$ cat src/rtl/wb_seq_pkg.sv
package wb_seq_pkg;
  typedef enum logic [1:0] {
    RQ_DATA = 2'd0,
    RQ_DESC = 2'd1,
    RQ_HEAD = 2'd2
  } rq_kind_e;

  typedef enum logic [1:0] {
    S_IDLE = 2'd0,
    S_DATA = 2'd1,
    S_DESC = 2'd2,
    S_HEAD = 2'd3
  } seq_state_e;
endpackage

$ cat src/rtl/wb_attr_map.sv
module wb_attr_map
  import wb_seq_pkg::*;
(
  input  rq_kind_e kind,
  output logic     no_snoop,
  output logic     relaxed
);
  always_comb begin
    no_snoop = 1'b0;
    relaxed  = 1'b0;
    case (kind)
      RQ_DATA: begin no_snoop = 1'b1; relaxed = 1'b1; end
      RQ_DESC: begin no_snoop = 1'b0; relaxed = 1'b1; end
      default: begin no_snoop = 1'b0; relaxed = 1'b0; end
    endcase
  end
endmodule

$ cat src/rtl/wb_idle_timer.sv
module wb_idle_timer #(
  parameter int TMR_W = 16
) (
  input  logic             clk,
  input  logic             rst_n,
  input  logic             run,
  input  logic [TMR_W-1:0] limit,
  output logic             expired
);
  localparam logic [TMR_W-1:0] CNT_MAX = '1;

  logic [TMR_W-1:0] cnt_q, cnt_d;
  logic             cnt_en;

  always_comb begin
    cnt_d  = '0;
    cnt_en = 1'b1;
    if (run) begin
      if (cnt_q == CNT_MAX) cnt_en = 1'b0;
      else                  cnt_d  = cnt_q + 1'b1;
    end
  end

  always_ff @(posedge clk or negedge rst_n) begin
    if (!rst_n)      cnt_q <= '0;
    else if (cnt_en) cnt_q <= cnt_d;
  end

  assign expired = run && (cnt_q >= limit);
endmodule

$ cat src/rtl/wb_desc_run.sv
module wb_desc_run #(
  parameter int IDX_W    = 4,
  parameter int MAX_COMB = 8,
  parameter int CNT_W    = $clog2(MAX_COMB + 1)
) (
  input  logic             clk,
  input  logic             rst_n,
  input  logic             add_en,
  input  logic [IDX_W-1:0] add_idx,
  input  logic             clr,
  input  logic             fd_valid,
  input  logic [IDX_W-1:0] fd_idx,
  output logic [IDX_W-1:0] run_start,
  output logic [CNT_W-1:0] run_cnt,
  output logic [IDX_W-1:0] run_end,
  output logic             need_flush
);
  logic [IDX_W-1:0] start_q, start_d;
  logic [CNT_W-1:0] cnt_q, cnt_d;
  logic             open_run;

  always_comb begin
    start_d = start_q;
    cnt_d   = cnt_q;
    if (clr) begin
      cnt_d = '0;
    end else if (add_en) begin
      if (cnt_q == '0) start_d = add_idx;
      cnt_d = cnt_q + 1'b1;
    end
  end

  always_ff @(posedge clk or negedge rst_n) begin
    if (!rst_n) begin
      start_q <= '0;
      cnt_q   <= '0;
    end else if (clr || add_en) begin
      start_q <= start_d;
      cnt_q   <= cnt_d;
    end
  end

  assign open_run   = (cnt_q != '0);
  assign run_start  = start_q;
  assign run_cnt    = cnt_q;
  assign run_end    = start_q + IDX_W'(cnt_q);
  assign need_flush = (cnt_q == CNT_W'(MAX_COMB))
                   || (open_run && run_end == '0)
                   || (fd_valid && open_run && fd_idx != run_end);
endmodule

$ cat src/rtl/dma_wb_sequencer.sv
module dma_wb_sequencer
  import wb_seq_pkg::*;
#(
  parameter int ADDR_W   = 32,
  parameter int LEN_W    = 16,
  parameter int IDX_W    = 4,
  parameter int DESC_DW  = 2,
  parameter int MAX_COMB = 8,
  parameter int TMR_W    = 16
) (
  input  logic              clk,
  input  logic              rst_n,
  input  logic              fd_valid,
  output logic              fd_ready,
  input  logic [ADDR_W-1:0] fd_buf_addr,
  input  logic [LEN_W-1:0]  fd_len_dw,
  input  logic [IDX_W-1:0]  fd_idx,
  input  logic [ADDR_W-1:0] cfg_desc_base,
  input  logic [ADDR_W-1:0] cfg_head_addr,
  input  logic [IDX_W:0]    cfg_head_thresh,
  input  logic [TMR_W-1:0]  cfg_idle_limit,
  output logic              rq_valid,
  input  logic              rq_ready,
  output logic [ADDR_W-1:0] rq_addr,
  output logic [LEN_W-1:0]  rq_dw,
  output logic [1:0]        rq_kind,
  output logic              rq_no_snoop,
  output logic              rq_relaxed,
  output logic [IDX_W-1:0]  rq_head_val
);
  localparam int CNT_W   = $clog2(MAX_COMB + 1);
  localparam int PEND_W  = IDX_W + 2;
  localparam int DESC_SH = $clog2(DESC_DW) + 2;

  seq_state_e        st_q, st_d;
  rq_kind_e          kind_q, kind_d;
  logic [ADDR_W-1:0] addr_q, addr_d;
  logic [LEN_W-1:0]  dw_q, dw_d;
  logic [IDX_W-1:0]  hd_q, hd_d;
  logic [IDX_W-1:0]  didx_q, didx_d;
  logic [IDX_W-1:0]  head_q, head_d;
  logic [PEND_W-1:0] pend_q, pend_d;
  logic              fall_q, fall_d;

  logic [IDX_W-1:0]  run_start, run_end;
  logic [CNT_W-1:0]  run_cnt;
  logic              need_flush, tmr_run, tmr_exp;
  logic              hs, accept, run_add, run_clr;
  logic [PEND_W-1:0] pend_sum;
  logic [ADDR_W-1:0] desc_addr;
  logic [LEN_W-1:0]  desc_dw;

  assign hs       = rq_valid && rq_ready;
  assign rq_valid = (st_q != S_IDLE);
  assign fd_ready = (st_q == S_IDLE) && !need_flush && !tmr_exp;
  assign accept   = fd_valid && fd_ready;
  assign run_add  = hs && (st_q == S_DATA);
  assign run_clr  = hs && (st_q == S_DESC);
  assign tmr_run  = (st_q == S_IDLE) && !fd_valid && (run_cnt != '0 || pend_q != '0);
  assign pend_sum = pend_q + PEND_W'(run_cnt);
  assign desc_addr = cfg_desc_base + (ADDR_W'(run_start) << DESC_SH);
  assign desc_dw   = LEN_W'(run_cnt) * LEN_W'(DESC_DW);

  wb_desc_run #(.IDX_W(IDX_W), .MAX_COMB(MAX_COMB), .CNT_W(CNT_W)) run_i (
    .clk(clk), .rst_n(rst_n), .add_en(run_add), .add_idx(didx_q), .clr(run_clr),
    .fd_valid(fd_valid), .fd_idx(fd_idx), .run_start(run_start), .run_cnt(run_cnt),
    .run_end(run_end), .need_flush(need_flush)
  );

  wb_idle_timer #(.TMR_W(TMR_W)) tmr_i (
    .clk(clk), .rst_n(rst_n), .run(tmr_run), .limit(cfg_idle_limit), .expired(tmr_exp)
  );

  wb_attr_map attr_i (.kind(kind_q), .no_snoop(rq_no_snoop), .relaxed(rq_relaxed));

  // next-state process
  always_comb begin
    st_d = st_q;  kind_d = kind_q;  addr_d = addr_q;  dw_d = dw_q;
    hd_d = hd_q;  didx_d = didx_q;  head_d = head_q;  pend_d = pend_q;
    fall_d = fall_q;
    case (st_q)
      S_IDLE: begin
        if (need_flush || (tmr_exp && run_cnt != '0)) begin
          if (!need_flush) fall_d = 1'b1;
          st_d = S_DESC;  kind_d = RQ_DESC;  addr_d = desc_addr;
          dw_d = desc_dw; hd_d = '0;
        end else if (tmr_exp) begin
          fall_d = 1'b1;
          st_d = S_HEAD;  kind_d = RQ_HEAD;  addr_d = cfg_head_addr;
          dw_d = LEN_W'(1); hd_d = head_q;
        end else if (accept) begin
          st_d = S_DATA;  kind_d = RQ_DATA;  addr_d = fd_buf_addr;
          dw_d = fd_len_dw; hd_d = '0;  didx_d = fd_idx;
        end
      end
      S_DATA: if (rq_ready) st_d = S_IDLE;
      S_DESC: if (rq_ready) begin
        pend_d = pend_sum;
        head_d = run_end;
        if (fall_q || pend_sum >= PEND_W'(cfg_head_thresh)) begin
          st_d = S_HEAD;  kind_d = RQ_HEAD;  addr_d = cfg_head_addr;
          dw_d = LEN_W'(1); hd_d = run_end;
        end else begin
          st_d = S_IDLE;
        end
      end
      default: if (rq_ready) begin
        st_d = S_IDLE;  pend_d = '0;  fall_d = 1'b0;
      end
    endcase
  end

  // register process
  always_ff @(posedge clk or negedge rst_n) begin
    if (!rst_n) begin
      st_q <= S_IDLE;  kind_q <= RQ_DATA;  addr_q <= '0;  dw_q <= '0;
      hd_q <= '0;  didx_q <= '0;  head_q <= '0;  pend_q <= '0;  fall_q <= 1'b0;
    end else begin
      st_q <= st_d;  kind_q <= kind_d;  addr_q <= addr_d;  dw_q <= dw_d;
      hd_q <= hd_d;  didx_q <= didx_d;  head_q <= head_d;  pend_q <= pend_d;
      fall_q <= fall_d;
    end
  end

  assign rq_addr     = addr_q;
  assign rq_dw       = dw_q;
  assign rq_kind     = kind_q;
  assign rq_head_val = hd_q;
endmodule

$ cat config.mk
export PLATFORM = sky130hd
export DESIGN_NAME = dma_wb_sequencer
export DESIGN_NICKNAME = d
export VERILOG_FILES = /design/src/rtl/wb_seq_pkg.sv /design/src/rtl/wb_attr_map.sv /design/src/rtl/wb_idle_timer.sv /design/src/rtl/wb_desc_run.sv /design/src/rtl/dma_wb_sequencer.sv
export SDC_FILE = /design/constraint.sdc
export NUM_CORES = 1
export LEC_CHECK = 0
export ABC_AREA = 1
export CORE_AREA = 10 10 144 146
export CTS_BUF_LIST = sky130_fd_sc_hd__clkbuf_8 sky130_fd_sc_hd__clkbuf_16
export CTS_CLUSTER_DIAMETER = 200
export CTS_CLUSTER_SIZE = 28
export DETAILED_ROUTE_END_ITERATION = 12
export DIE_AREA = 0 0 154 156
export GPL_TIMING_DRIVEN = 0
export PLACE_DENSITY = 0.72
export SLEW_MARGIN = 30
export SYNTH_ARGS = -nofsm -noshare
export SYNTH_HDL_FRONTEND = slang
export SYNTH_SLANG_ARGS = --single-unit
$ cat constraint.sdc
create_clock -name clk -period 6 [get_ports clk]
set_clock_uncertainty 0.05 [all_clocks]
set_input_delay 1.2 -clock clk [delete_from_list [all_inputs] [get_ports clk]]
set_output_delay 1.2 -clock clk [all_outputs]
set_load 0.02 [all_outputs]
# After elaboration in Yosys (flattened, before gate mapping)
# Cells that the tools add are included.
[op_classes] n_addsub=5 n_lt_le_gt_ge=2 n_eq_ne=11 n_mux=47 bitwise_logic=5 reduce_logical=43
[op_table] operator="32-bit 2-to-1 mux" n=5
[op_table] operator="16-bit 2-to-1 mux" n=7
[op_table] operator="32-bit one-hot mux with 2 select lines" n=1
[op_table] operator="32-bit by 7-bit adder with 32-bit output" n=1
[op_table] operator="16-bit one-hot mux with 2 select lines" n=1
[op_table] operator="4-bit 2-to-1 mux" n=7
[op_table] operator="2-bit 2-to-1 mux" n=11
[op_table] operator="16-bit by 1-bit adder with 16-bit output, second input constant" n=1
[op_table] operator="16-bit equality test, second input constant" n=1
[op_table] operator="16-bit greater-or-equal comparator" n=1
[op_table] operator="4-bit AND reduction" n=4
[op_table] operator="1-bit logical AND" n=13
[op_table] operator="6-bit 2-to-1 mux" n=2
[op_table] operator="6-bit one-hot mux with 2 select lines" n=1
[op_table] operator="4-bit zero test" n=2
[op_table] operator="1-bit 2-to-1 mux" n=8
[op_table] operator="2-bit one-hot mux with 2 select lines" n=2
[op_table] operator="4-bit one-hot mux with 2 select lines" n=1
[op_table] operator="2-bit nonzero test" n=4
[op_table] operator="6-bit by 4-bit adder with 6-bit output" n=1
[op_table] operator="6-bit by 5-bit greater-or-equal comparator with 1-bit output" n=1
[op_table] operator="1-bit logical OR" n=6
[op_table] operator="2-bit AND reduction" n=3
[op_table] operator="6-bit nonzero test" n=1
[op_table] operator="18 further kinds" n=28
[word_totals] regBits=95 input_bits=141 output_inout_bits=58

# Depth between registers and ports, before layout
# Gate-level depths: netlist of the first run.
[depth] ltp_word=13 ltp_mapped=21 depth_no_buf=20

# By module
# Synthesis of the first run repeated with hierarchy kept, for this count alone.
[hier_totals] cells_unflattened=1038 area_unflattened_um2=7131.8
[by_module_without_submodules] module="dma_wb_sequencer" n_inst=1 cells_per_inst=773 area_each_um2=5133.7 seq_area_each_um2=1776.7
[by_module_without_submodules] module="wb_idle_timer" n_inst=1 cells_per_inst=177 area_each_um2=1341.3 seq_area_each_um2=400.4
[by_module_without_submodules] module="wb_desc_run" n_inst=1 cells_per_inst=86 area_each_um2=649.4 seq_area_each_um2=200.2
[by_module_without_submodules] module="wb_attr_map" n_inst=1 cells_per_inst=2 area_each_um2=7.5 seq_area_each_um2=0.0

# Least setup slack after synthesis of the first run
# No wires, ideal clock.
[synth_path] kind="input-to-output" start="input cfg_idle_limit[7]" end="output fd_ready" arrival_time_ns=2.634 path_slack_ns=2.116 path_stages=13 n_path_buf=0 path_cell_list="inv_1 ha_1 nand2_1 inv_1 nand2_1 nand2_1 nor2_1 nand2_1 nand2_1 nand2_1 nand2_2 nand3_1 nor2_1"
[synth_via] elab_chain_len=4
[synth_lines] item="start, declared" line="dma_wb_sequencer.sv:21" text="input logic [TMR_W-1:0] cfg_idle_limit,"
[synth_lines] item="16-bit greater-or-equal comparator" line="wb_idle_timer.sv:29" text="assign expired = run && (cnt_q >= limit);"
[synth_lines] item="1-bit logical AND" line="wb_idle_timer.sv:29"
[synth_lines] item="1-bit zero test" line="dma_wb_sequencer.sv:55" text="assign fd_ready = (st_q == S_IDLE) && !need_flush && !tmr_exp;"
[synth_lines] item="1-bit logical AND" line="dma_wb_sequencer.sv:55"
[synth_lines] item="end, declared" line="dma_wb_sequencer.sv:14" text="output logic fd_ready,"
# No other way between the ends.

# Worst setup path after layout of the first run
# Same ends and word-level chain as after synthesis.

==> flow_metrics.tcl, run 1 <==
set metrics [dict create \
    cpMostUsedCell "nand2_1" \
    yosys-top-cells-count "nand2_1, inv_1, dfrtp_1" \
    start_util_pct 39.61 \
    drive_gt1_share_pct 5.059 \
    wl_per_cell_um 16.62 \
    finalCritPeriodShare_pct 86.97 \
    syn-instance-count 1050 \
    clock_path_buffers 2 \
    hold_class "register to register" \
    p_leak_nw 4.734 \
    grt-ovfl-total 0 \
    synth_cell_types 42 \
    dp.cells 1478 \
    critPathCaptureType "output pin" \
    grt_max_degree 59 \
    fin_area_sq_um 9703 \
    vdd_drop_max_mv 0.2664 \
    cp.arrival_ns 3.97 \
    cts-root-buf "clkbuf_16" \
    reg2reg_slack_ns 2.62 \
    cp-start-kind "input pin" \
    critical_path_class "input pin to output pin" \
    core_area_sq_um 17840 \
    synth.largest_area_cell "dfrtp_1" \
    slowest_delay_ns 0.66 \
    cp_max_fo 5 \
    gp_congestion 0.9402 \
    totalPowerFinal_mw 4.557 \
    synth_fp_nets 1232 \
    hpwlAfterDp_um 20410 \
    cts_setup_buffers 0 \
    cts_tree "yes" \
    ys_async_sr_fraction_pct 100.0 \
    ys_top_cells_by_area "dfrtp_1, nand2_1, ha_1, inv_1, nand3_1" \
    ys_seq_area_share_pct 33.64 \
    vias 7563 \
    synth.top_cell.area_share_pct 33.64 \
    fillers 1740 \
    holdBufCountCts 0 \
    status "finished clean" \
    die_width_um 154 \
    dr.first_iter.drc_count 584 \
    clock_latency_ns 0.35 \
    portBuffers 198 \
    num_rows 49 \
    routed_wirelength_um 24940 \
    ios 199 \
    pwr_density_cell_nw_per_um2 469.6 \
    maxCapViolations 0 \
    nets 1442 \
    post-route-min-period_ns 5.218 \
    whs_ns 0.4324 \
    drtAntennaViolNets 0 \
    stdcell_count 1500 \
    clock.fmax_mhz 191.6 \
    htree_num_levels 3 \
    grt_pass1_vias 7226 \
    yosys_warnings 0 \
    clk_pin_slew_ns 0.07 \
    post_cts_resize_count 0 \
    die_height_um 156 \
    via_per_inst 5.042 \
    yosysMostFrequentCell "nand2_1" \
    synth_enable_flop_cells 0 \
    grtUsageTotal_pct 19.77 \
    cts_buffers 9 \
    rsz0062_at_grt "false" \
    post-route-util_pct 54.39 \
    hold_violations 0 \
    report.final.slew_viol_count 0 \
    dpl_cell_area_sq_um 9364 \
    antenna_found_initial 5 \
    synth_flop_cell "dfrtp_1" \
    relSlewSlack_pct 50.53 \
    syn_to_final_growth_pct 37.31 \
    cts.sinks 95 \
    syn_area_per_cell_sq_um 6.730 \
    synth.cell_area_sq_um 7067 \
    path_cells "clkdlybuf4s50_1 -> inv_1 -> ha_1 -> nand2_1 -> inv_1 -> nand2_1 -> nand2_1 -> nor2_1 -> nand2_1 -> nand2_1 -> nand2_1 -> nand2_2 -> nand3_1 -> nor2_1 -> clkdlybuf4s50_1" \
    first_pass_iters 5 \
    ys_ff_latch 95 \
    required_ns 4.75 \
    tightest_slew_ns 0.7394 \
    die_area_sq_um 24020 \
    cpMaxStageDelayCell "clkdlybuf4s50_1" \
    drc 0 \
    grt_pass1_wl_um 38270 \
    setup-violations-final 0 \
]
stage by stage:
stage / setup TNS [ns] / worst slack (ns)
finish: 0 / 0.7821
global route: 0 / 0.6031
CTS: 0 / 0.7739
detailed placement: 0 / 0.7839
global placement: -2.399 / -0.03665
floorplan: 0 / 2.116
critical path, delay by kind of cell:
family | cells | cell delay (ns)
simple gates | 10 | 1.27
fa+ha+maj | 1 | 0.29
buf+inv | 4 | 1.20
layout make-up:
class                      instances  area [sq um]  area share, %
multi-input combinational        809          4071          41.96
sequential                        95          2377          24.50
timing repair buffer             199          2011          20.72
inverter                         113         424.2          4.371
tap                              229         286.5          2.953
clock buffer                      10         239.0          2.463
buffer                            33         193.9          1.999
clock inverter                     6         85.08         0.8769
antenna                            6         15.01         0.1547
placed cells by master (no fill, tap or decap), drive strengths merged, types with 16 or more instances in the layout:
cell           count
a21oi             44
buf               23
clkbuf            22
clkdlybuf4s50    197
dfrtp             95
ha                38
inv              115
nand2            388
nand3             66
nand4             29
nor2              78
nor3              25
o21ai             64
or2               16
xor2              20
path summary, 6_finish.rpt:
| path | start | to | cells after the start |
|---|---|---|---|
| worst max register to register | run_i.run_cnt[0]$_DFFE_PN0N_ | rq_addr[17]$_DFFE_PN0P_ | 15 |
| worst min register to register | rq_addr[11]$_DFFE_PN0P_ | rq_addr[11]$_DFFE_PN0P_ | 2 |
| min in group asynchronous | rst_n | rq_addr[27]$_DFFE_PN0P_ | 1 |
| worst max-delay path | cfg_idle_limit[7] | fd_ready | 15 |
| worst min-delay path | rq_addr[11]$_DFFE_PN0P_ | rq_addr[11]$_DFFE_PN0P_ | 2 |
| max in group asynchronous | rst_n | run_i.run_start[3]$_DFFE_PN0P_ | 2 |
state kept, by name, summed over array words and instances, names as in the netlist, 4 cells and up:
name and cells:
pend_q 6, rq_addr 32, tmr_i.cnt_q 16, rq_dw 16, rq_head_val 4, run_i.run_start 4, run_i.run_cnt 4, didx_q 4
head_q 4
logic make-up (layout without fill, tap and decap cells):
family	after synthesis	after routing	share of synthesized area, %
compound gates	120	120	9.030
buf+inv	146	361	8.747
mux	2	2	0.3187
other cells	0	6	0
fa+ha+maj	41	41	7.578
flops	95	95	33.64
xor+xnor	30	30	3.718
simple gates	616	616	36.97
layer usage:
metal	wire [um]	up-vias	track usage (%)
met5	0	-	0
met1	11110	3475	25.91
li1	-	3804	-
met3	1469	51	3.750
met2	11370	233	30.60
met4	982	0	9.672
power breakdown:
group          leakage (nW)  switching, mW  internal [mW]
Sequential             1.23          0.172          0.889
Combinational          3.34           1.78           1.08
Clock                 0.166          0.259          0.376
(Power assumes the default switching activity.)
==> run 2, diff against run 1 <==
--- a/config.mk
+++ b/config.mk
@@ -14,6 +14,7 @@
 export DIE_AREA = 0 0 154 156
 export GPL_TIMING_DRIVEN = 0
 export PLACE_DENSITY = 0.72
+export RECOVER_POWER = 25
 export SLEW_MARGIN = 30
 export SYNTH_ARGS = -nofsm -noshare
 export SYNTH_HDL_FRONTEND = slang
==> flow_metrics.tcl, run 2 (synthesis results as in run 1) <==
set metrics [dict create \
    cp_max_fo 5 \
    hold_class "register to register" \
    drc 0 \
    die_width_um 154 \
    antenna_found_initial 5 \
    gp_congestion 0.9402 \
    slowest_delay_ns 0.66 \
    clk_pin_slew_ns 0.07 \
    critical_path_class "input pin to output pin" \
    post-route-min-period_ns 5.228 \
    clock_path_buffers 2 \
    grt_max_degree 59 \
    drtAntennaViolNets 0 \
    grt_pass1_vias 7226 \
    die_area_sq_um 24020 \
    num_rows 49 \
    cts-root-buf "clkbuf_16" \
    clock.fmax_mhz 191.3 \
    largest_reg_flops 32 \
    cts.sinks 95 \
    hpwlAfterDp_um 20410 \
    grt_pass1_wl_um 38270 \
    pwr_density_cell_nw_per_um2 469.4 \
    clock_latency_ns 0.35 \
    portBuffers 198 \
    via_per_inst 5.043 \
    p_leak_nw 4.729 \
    worst_slack_ns 0.7719 \
    layout_common_cells "nand2_1, clkdlybuf4s50_1, inv_1, dfrtp_1, nor2_1" \
    dp.cells 1478 \
    vias 7565 \
    comb_power_share_pct 62.8 \
    netSwitchingFraction_pct 48.44 \
    setup_tns_ns 0 \
    cts_buffers 9 \
    power_switching_mw 2.205 \
    setup-violations-final 0 \
    seqPwrFrac_pct 23.3 \
    whs_ns 0.4355 \
    fin_area_sq_um 9696 \
    cp.arrival_ns 3.98 \
    nets 1442 \
    path_cells "clkdlybuf4s50_1 -> inv_1 -> ha_1 -> nand2_1 -> inv_1 -> nand2_1 -> nand2_1 -> nor2_1 -> nand2_1 -> nand2_1 -> nand2_1 -> nand2_2 -> nand3_1 -> nor2_1 -> clkdlybuf4s50_1" \
    holdBufCountCts 0 \
    reg2reg_slack_ns 2.61 \
    ios 199 \
    grtUsageTotal_pct 19.77 \
    fillers 1740 \
    rsz0062_at_grt "false" \
    htree_num_levels 3 \
    finalCritPeriodShare_pct 87.13 \
    grt-ovfl-total 0 \
    intPower_mw 2.346 \
    cpMaxStageDelayCell "clkdlybuf4s50_1" \
    post-route-util_pct 54.34 \
    dr.first_iter.drc_count 557 \
    required_ns 4.75 \
    die_height_um 156 \
    violations "capacitance limit, slew limit" \
    relSlewSlack_pct -46.73 \
    p_clk_share_pct 13.9 \
    critPathCaptureType "output pin" \
    totalPowerFinal_mw 4.551 \
    post_cts_resize_count 0 \
    final_common_cell "nand2_1" \
    cp-start-kind "input pin" \
    tightest_slew_ns 2.201 \
    cts_tree "yes" \
    core_area_sq_um 17840 \
    drive_gt1_share_pct 4.980 \
    maxCapViolations 1 \
    stdcell_count 1500 \
    post-place-ws_ns 0.7839 \
    cts_setup_buffers 0 \
    cpMostUsedCell "nand2_1" \
    routed_wirelength_um 24820 \
    status "finished with violations" \
    start_util_pct 39.61 \
    vdd_drop_max_mv 0.2669 \
    first_pass_iters 5 \
    syn_to_final_growth_pct 37.20 \
    report.final.slew_viol_count 38 \
    wl_per_cell_um 16.55 \
    dpl_cell_area_sq_um 9364 \
    hold_violations 0 \
]
-- run 2: changes by cell type in the layout (fill, tap and decap cells not counted) --
cell / delta
buf_6: -1
clkbuf_1: +1
-- run 2: worst paths after layout --
kind,from,end,depth (start not counted)
worst max-delay path,cfg_idle_limit[7],fd_ready,15
worst min-delay path,rq_addr[3]$_DFFE_PN0P_,rq_addr[3]$_DFFE_PN0P_,2
worst max register to register,run_i.run_cnt[0]$_DFFE_PN0N_,rq_addr[17]$_DFFE_PN0P_,15
worst min register to register,rq_addr[3]$_DFFE_PN0P_,rq_addr[3]$_DFFE_PN0P_,2
max in group asynchronous,rst_n,tmr_i.cnt_q[10]$_DFFE_PN0P_,1
min in group asynchronous,rst_n,rq_addr[27]$_DFFE_PN0P_,1
-- run 2: area by class of cell --
class | count | area (sq um) | area share [%]
diodes | 6 | 15.01 | 0.1549
plain buffers | 33 | 193.9 | 2.000
clock buffers | 10 | 239.0 | 2.465
clock inverters | 6 | 85.08 | 0.8775
inverters | 113 | 424.2 | 4.375
multi-input cells | 809 | 4071 | 41.99
flip-flops and latches | 95 | 2377 | 24.52
well taps | 229 | 286.5 | 2.955
repair buffers | 199 | 2003 | 20.66
-- run 2: critical path, delay by kind of cell --
kind	cells	cell delay (ns)
buffers and inverters	4	1.20
adders and majority gates	1	0.29
and+or+nand+nor	10	1.29
-- run 2: power groups by stage --
stage | combinational [mW] | clock (mW) | sequential [mW]
floorplan | 1.60 | 0 | 1.23
global placement | 2.80 | 0 | 1.06
detailed placement | 2.85 | 0 | 1.07
CTS | 2.86 | 0.641 | 1.06
global route | 3.17 | 0.670 | 1.10
finish | 2.86 | 0.633 | 1.06
-- run 2: per-layer routing --
| layer | vias up | GRT usage, % | part of all wire (%) |
|---|---|---|---|
| li1 | 3807 | - | - |
| met1 | 3460 | 25.91 | 44 |
| met2 | 245 | 30.60 | 46 |
| met3 | 53 | 3.750 | 6.2 |
| met4 | 0 | 9.672 | 3.9 |
| met5 | - | 0 | 0 |
==> run 3, diff against run 2 <==
==> constraint.sdc (replaced) <==
create_clock -name clk -period 6.45 [get_ports clk]
set_clock_uncertainty 0.05 [all_clocks]
set_input_delay 1.29 -clock clk [delete_from_list [all_inputs] [get_ports clk]]
set_output_delay 1.29 -clock clk [all_outputs]
set_load 0.02 [all_outputs]
==> results of run 3 <==
The final DEF is identical to that of run 2. Status: finished with violations: capacitance limit, slew limit.
Main changes from that run: setup slack after placement 0.7839 ns -> 1.054 ns; setup slack after layout 0.7719 ns -> 1.042 ns; register-to-register setup slack 2.61 ns -> 3.06 ns; total power 4.551 mW -> 4.233 mW; worst IR drop on VDD 0.2669 mV -> 0.2483 mV
